[src/rtl/csel_adder.sv]
module csel_adder #(
  parameter int WIDTH = 32
) (
  input  logic [WIDTH-1:0] a,
  input  logic [WIDTH-1:0] b,
  input  logic             cin,
  output logic [WIDTH-1:0] sum,
  output logic             cout
);
  localparam int NGRP = WIDTH / 4;

  function automatic logic [4:0] cla4(input logic [3:0] x, input logic [3:0] y, input logic ci);
    logic [3:0] p;
    logic [3:0] g;
    logic [4:0] c;
    p = x ^ y;
    g = x & y;
    c[0] = ci;
    c[1] = g[0] | (p[0] & ci);
    c[2] = g[1] | (p[1] & g[0]) | (p[1] & p[0] & ci);
    c[3] = g[2] | (p[2] & g[1]) | (p[2] & p[1] & g[0]) | (p[2] & p[1] & p[0] & ci);
    c[4] = g[3] | (p[3] & g[2]) | (p[3] & p[2] & g[1]) | (p[3] & p[2] & p[1] & g[0])
         | (p[3] & p[2] & p[1] & p[0] & ci);
    return {c[4], p ^ c[3:0]};
  endfunction

  logic [NGRP:0] gc;
  assign gc[0] = cin;

  genvar k;
  generate
    for (k = 0; k < NGRP; k++) begin : grp
      if (k == 0) begin : base
        logic [4:0] r;
        assign r        = cla4(a[3:0], b[3:0], gc[0]);
        assign sum[3:0] = r[3:0];
        assign gc[1]    = r[4];
      end else begin : dup
        logic [4:0] r0;
        logic [4:0] r1;
        logic [4:0] rs;
        assign r0 = cla4(a[4*k +: 4], b[4*k +: 4], 1'b0);
        assign r1 = cla4(a[4*k +: 4], b[4*k +: 4], 1'b1);
        assign rs = gc[k] ? r1 : r0;
        assign sum[4*k +: 4] = rs[3:0];
        assign gc[k+1]       = rs[4];

        always_comb begin
          assert_copy_step_R5: assert (r1 == r0 + 5'd1)
            else $error("slice %0d copies differ by other than one", k);
          if (&(a[4*k +: 4] ^ b[4*k +: 4])) begin
            assert_slice_pass_R6: assert (gc[k+1] == gc[k])
              else $error("slice %0d did not pass its carry", k);
          end
        end
      end
    end
  endgenerate

  assign cout = gc[NGRP];

  always_comb begin
    if (a[WIDTH-1] && b[WIDTH-1]) begin
      assert_msb_carry_R7: assert (cout)
        else $error("both top bits set but no carry out");
    end
    if (a == '0 && b == '0 && !cin) begin
      assert_zero_sum_R1: assert (sum == '0 && !cout)
        else $error("zero operands gave nonzero result");
    end
  end
endmodule

[config.mk]
export PLATFORM = sky130hd
export DESIGN_NAME = csel_adder
export DESIGN_NICKNAME = d
export VERILOG_FILES = /design/src/rtl/csel_adder.sv
export SDC_FILE = /design/constraint.sdc
export NUM_CORES = 1
export LEC_CHECK = 0
export ABC_AREA = 1
export BUFFER_PORTS_ARGS = -buffer_cell sky130_fd_sc_hd__buf_2
export CAP_MARGIN = 10
export CORE_MARGIN = 2
export CORE_UTILIZATION = 25
export DETAILED_ROUTE_END_ITERATION = 8
export PLACE_DENSITY = 0.58
export SLEW_MARGIN = 20
export SYNTH_ARGS = -nofsm -noshare
export SYNTH_HDL_FRONTEND = slang
export SYNTH_SLANG_ARGS = --single-unit
[constraint.sdc]
create_clock -name vclk -period 3.98
set_input_delay 0.199 -clock vclk [all_inputs]
set_output_delay 0.199 -clock vclk [all_outputs]
set_load 0.05 [all_outputs]
==> impl_metrics.json, run 1 <==
{
  "run_status": "complete, no violations",
  "seq_cells": 0,
  "crit_type": "in -> out",
  "post-place-cells": 456,
  "fin_crit_sh_pct": 61.46,
  "holdPathEnd": "sum[1]",
  "hold_depth": 4,
  "holdWs_ps": 884.9,
  "path_cells": "buf_2 -> ha_1 -> a21oi_2 -> nand2_2 -> a21oi_4 -> inv_1 -> nor2_1 -> nand3_1 -> nand3_2 -> nand3_2 -> nand3_2 -> nand2_2 -> nand2_1 -> nand3_1 -> nand2_1 -> buf_2",
  "fin_crit_ps": 2446,
  "cp_slowest_stage_delay_ps": 350,
  "worst_path_most_repeated_cell": "nand3_2",
  "die_h_um": 89.25,
  "final-setup-viol-count": 0,
  "leakagePower_nw": 1.427,
  "drt_wl_total_mm": 4.152,
  "clkbuf_count": 0,
  "grt_use_total_pct": 9.917,
  "hold_path.startpoint": "b[1]",
  "nFillCells": 837,
  "avgSynthCellArea_um2": 7.014,
  "hpwl_mm": 3.915,
  "end_kind": "output pin",
  "drtAntennaViolNets": 0,
  "nNetsFinal": 464,
  "core_area_mm2": 0.007137,
  "row_count": 31,
  "slew-limit-headroom_pct": 80.58,
  "grt_pass1_wl_mm": 6.872,
  "p_per_area_mw_per_mm2": 273.8,
  "dieArea_mm2": 0.007965,
  "holdBufCountCts": 0,
  "fp.dieW_um": 89.25,
  "gp_congestion": 0.7388,
  "synthCells": 259,
  "via_per_inst": 4.180,
  "crit_slowest_cell": "ha_1",
  "start_util_pct": 25.46,
  "regArea_um2": 0,
  "route.vias.total": 1906,
  "yosys_warnings": 0,
  "drive_gt1_share_pct": 38.94,
  "synth_largest_area_cell": "ha_1",
  "netlist_top_cells_area": "ha_1 27%, inv_1 10%, nand2_1 6.8%",
  "ioPinCount": 98,
  "route.detailed.wl_per_inst_um": 9.105,
  "hp-class": "in -> out",
  "drt-pass1-iter-count": 4,
  "max_freq_mhz": 408.8,
  "internal_power_w": 0.0001917,
  "switchingPower_w": 0.0004740,
  "max_cap_viol_count": 0,
  "critPathLaunchType": "input pin",
  "final.setup.tns_ps": 0,
  "p_total_w": 0.0006657,
  "multi_input_area_mm2": 0.001622,
  "rsz0062_at_grt": "no",
  "antenna_found_initial": 0,
  "synth.distinct_cells": 31,
  "post_cts_buffers": 0,
  "yosysSeqAreaShare_pct": 0,
  "p_seq_share_pct": 0,
  "worst_slew_pin_slew_ps": 290.2,
  "power_frac_clock_pct": 0,
  "grt_max_degree": 7,
  "hold_viol_final": 0,
  "num_antenna_cells": 0,
  "ir_drop_uv": 127.3,
  "cp_data_required_time_ps": 3780,
  "remaining_drc_errors": 0,
  "report.final.slew_viol_count": 0,
  "fin_cells": 456,
  "drt-initial-drc-count": 37,
  "sw_frac_of_total_pct": 71.21,
  "power_frac_comb_pct": 100.0,
  "mappedNetlistNets": 364,
  "cp_max_fo": 5,
  "overflow": 0,
  "synthesis.area_mm2": 0.001817,
  "arrival_ps": 2250,
  "post_cts_resized": 0,
  "synthToLayoutAreaGrowth_pct": 33.82,
  "grt_pass1_vias": 1754,
  "io_buffers": 98,
  "netlist.area_leader.share_pct": 26.86
}
-- cells by family (layout without fill, tap and decap cells) --
group / Yosys count / count (layout) / share of synthesized area, %
adder cells (fa/ha/maj): 40 / 40 / 27.96
AND/OR/NAND/NOR: 104 / 104 / 35.12
AO/OA/AOI/OAI: 37 / 37 / 13.64
buffers and inverters: 52 / 150 / 10.74
XOR/XNOR: 26 / 26 / 12.53
-- critical path: cells and delay by family --
family                     cells  cell delay (ps)
AOI/OAI and AO/OA              2              410
adders and majority gates      1              350
and+or+nand+nor               10              860
buffers and inverters          3              420
-- power by group through the flow --
stage	Sequential (W)	Combinational (W)	Clock, W
after floorplan	0	0.000527	0
after global placement	0	0.000670	0
after detailed placement	0	0.000672	0
after CTS	0	0.000674	0
after global routing	0	0.000723	0
final	0	0.000666	0
-- metrics by stage --
| stage | utilization, % | setup WS, ps | cell area [um2] |
|---|---|---|---|
| 5_1_grt | 34.06 | 1294 | 2431 |
| 3_5_place_dp | 34.06 | 1504 | 2431 |
| 2_1_floorplan | - | 1452 | 1817 |
| 4_1_cts | 34.06 | 1497 | 2431 |
| 6_report | 34.06 | 1534 | 2431 |
| 3_3_place_gp | 34.06 | 1542 | 2431 |
-- synth_stat cells --
cell type,instances
nand2_2,5
nand3_2,12
fa_1,1
o21bai_1,2
xor2_1,13
nand3_1,19
nand3_4,4
a21oi_1,13
o21ai_1,3
xnor2_1,13
nor2_4,2
nor2_2,3
nand2_1,33
inv_1,49
and2_1,1
nand2_4,5
ha_1,39
a21oi_2,3
o21ai_0,4
a21o_1,4
clkinv_1,1
o21ai_2,1
a31oi_1,3
o31ai_1,1
a311oi_1,1
inv_2,2
nor2_1,17
and2_2,1
nand4_1,1
a21oi_4,2
nor3_4,1
-- routing by layer --
| metal | wire, um | global-route usage (%) | share of wire (%) |
|---|---|---|---|
| met1 | 1730 | 12.05 | 42 |
| met2 | 2205 | 19.87 | 53 |
| met3 | 217 | 0.6464 | 5.2 |
| met4 | 0 | 0.2714 | 0 |
| met5 | 0 | 0 | 0 |
-- cells in the final DEF (no fill, tap or decap), types with 4 or more instances in the layout --
master / count
nand2_1: 33
nand2_4: 5
nor2_1: 17
nand2_2: 5
ha_1: 39
inv_1: 49
a21oi_1: 13
buf_2: 98
xor2_1: 13
o21ai_0: 4
nand3_2: 12
xnor2_1: 13
nand3_1: 19
a21o_1: 4
nand3_4: 4
-- final cells by class --
cell class | count | area share [%]
repair buffers | 98 | 20.17
multi-input cells | 207 | 66.70
well taps | 99 | 5.095
inverters | 52 | 8.029
-- worst max path at each step --
stage          startpoint  endpoint  slack (ps)  depth (start not counted)
6_report            a[14]   sum[29]        1530                         16
5_1_grt             a[21]   sum[31]        1290                         14
4_1_cts             a[14]   sum[29]        1500                         16
3_5_place_dp        a[14]   sum[29]        1500                         16
3_3_place_gp        a[21]   sum[31]        1540                         14
2_1_floorplan        a[7]   sum[27]        1450                         12
Note: power is estimated with default switching activity, not from simulation.
==> run 2, diff against run 1 <==
--- a/config.mk
+++ b/config.mk
@@ -11,7 +11,7 @@
 export CORE_MARGIN = 2
 export CORE_UTILIZATION = 25
 export DETAILED_ROUTE_END_ITERATION = 8
-export PLACE_DENSITY = 0.58
+export PLACE_DENSITY = 0.6
 export SLEW_MARGIN = 20
 export SYNTH_ARGS = -nofsm -noshare
 export SYNTH_HDL_FRONTEND = slang
==> constraint.sdc (replaced) <==
create_clock -name vclk -period 2.2
set_input_delay 0.11 -clock vclk [all_inputs]
set_output_delay 0.11 -clock vclk [all_outputs]
set_load 0.05 [all_outputs]
==> impl_metrics.json, run 2 (synthesis results as in run 1) <==
{
  "switchingPower_w": 0.0009230,
  "route.vias.total": 1998,
  "num_antenna_cells": 0,
  "holdBufCountCts": 0,
  "ir_drop_uv": 287.0,
  "layout_common_cells": "88 x buf_2, 48 x inv_1, 29 x nand2_1, 29 x ha_1, 18 x nand3_1",
  "grt_max_degree": 7,
  "hpwl_mm": 3.960,
  "max_cap_viol_count": 0,
  "wl_met2_mm": 2.505,
  "slew-limit-headroom_pct": 81.51,
  "core_area_mm2": 0.007137,
  "grt_use_total_pct": 10.09,
  "drt-met1-wl_mm": 1.831,
  "grt_pass1_wl_mm": 6.900,
  "internal_power_w": 0.0004786,
  "nFillCells": 738,
  "critPathLaunchType": "input pin",
  "overflow": 0,
  "final-setup-viol-count": 0,
  "gp_congestion": 0.7289,
  "fp.dieW_um": 89.25,
  "start_util_pct": 25.46,
  "top_layer": "met3",
  "hp-class": "in -> out",
  "dr_wl_met3_um": 163,
  "run_status": "complete, no violations",
  "post-place-cells": 471,
  "dieArea_mm2": 0.007965,
  "drt-initial-drc-count": 17,
  "p_seq_share_pct": 0,
  "hold_viol_final": 0,
  "multi_input_area_mm2": 0.001901,
  "route.detailed.wl_per_inst_um": 9.554,
  "sw_frac_of_total_pct": 65.85,
  "row_count": 31,
  "max_freq_mhz": 488.8,
  "synthToLayoutAreaGrowth_pct": 58.20,
  "drt-pass1-iter-count": 4,
  "pre_cts_ws_ps": -3.704,
  "remaining_drc_errors": 0,
  "via_per_inst": 4.242,
  "die_h_um": 89.25,
  "power_frac_comb_pct": 100.0,
  "fin_crit_ps": 2046,
  "leakagePower_nw": 1.558,
  "drtAntennaViolNets": 0,
  "end_kind": "output pin",
  "nNetsFinal": 479,
  "p_total_w": 0.001402,
  "report.final.slew_viol_count": 0,
  "seq_cells": 0,
  "timing.final.ws_setup_ps": 154.3,
  "arrival_ps": 1940,
  "fin_crit_sh_pct": 92.98,
  "p_per_area_mw_per_mm2": 487.7,
  "crit_type": "in -> out",
  "fin_cells": 471,
  "fin_util_pct": 40.27,
  "cp_data_required_time_ps": 2090,
  "final.setup.tns_ps": 0,
  "antenna_found_initial": 0,
  "final_common_cell": "buf_2",
  "clkbuf_count": 0,
  "drt_wl_total_mm": 4.500,
  "regArea_um2": 0,
  "ioPinCount": 98,
  "io_buffers": 98,
  "power_frac_clock_pct": 0,
  "cp_max_fo": 3,
  "drive_gt1_share_pct": 49.46,
  "worst_slew_pin_slew_ps": 275.6,
  "grt_pass1_vias": 1795
}
==> run 2: path summary, 6_finish.rpt <==
check                  from  endpoint  cells past startpoint
worst min-delay path  b[23]   sum[23]                      4
worst max-delay path  a[21]      cout                     12
==> run 2: metrics by stage <==
step / hold WS [ps] / cell area (um2)
final: 701.5 / 2874
after detailed placement: 715.0 / 2618
after global routing: 716.9 / 2874
after floorplan: 586.9 / 1891
after global placement: 711.9 / 2618
after CTS: 716.2 / 2628
==> run 2: cell type report <==
cell class | instances | area share (%)
Multi-Input combinational cell | 207 | 66.13
Tap cell | 99 | 4.310
Timing Repair Buffer | 113 | 22.77
Inverter | 52 | 6.791
==> run 2: routing by layer <==
metal / global-route usage [%] / vias up
met5: 0 / -
met4: 0 / 0
met3: 0.1847 / 0
met2: 21.08 / 39
met1: 11.95 / 890
li1: - / 1069
==> run 2: power groups by stage <==
stage,combinational (W),sequential [W],clock [W]
2_1_floorplan,0.000986,0,0
3_3_place_gp,0.00129,0,0
3_5_place_dp,0.00129,0,0
4_1_cts,0.00131,0,0
5_1_grt,0.00151,0,0
6_report,0.00140,0,0
==> run 2: timing repair <==
action	4_1_cts	5_1_grt
pin swaps	0	11
setup buffers	0	0
resized for setup	4	44
endpoints found under the setup margin	4	19
==> run 2: critical path, cell delays in order <==
cell and delay [ps]:
buf_2 100, ha_1 300, a21oi_1 210, inv_1 60, a21oi_1 170, o21bai_1 110, nor2_1 180, nand3_4 130
nand3_4 100, nand3_4 90, o21ai_2 110, buf_2 260
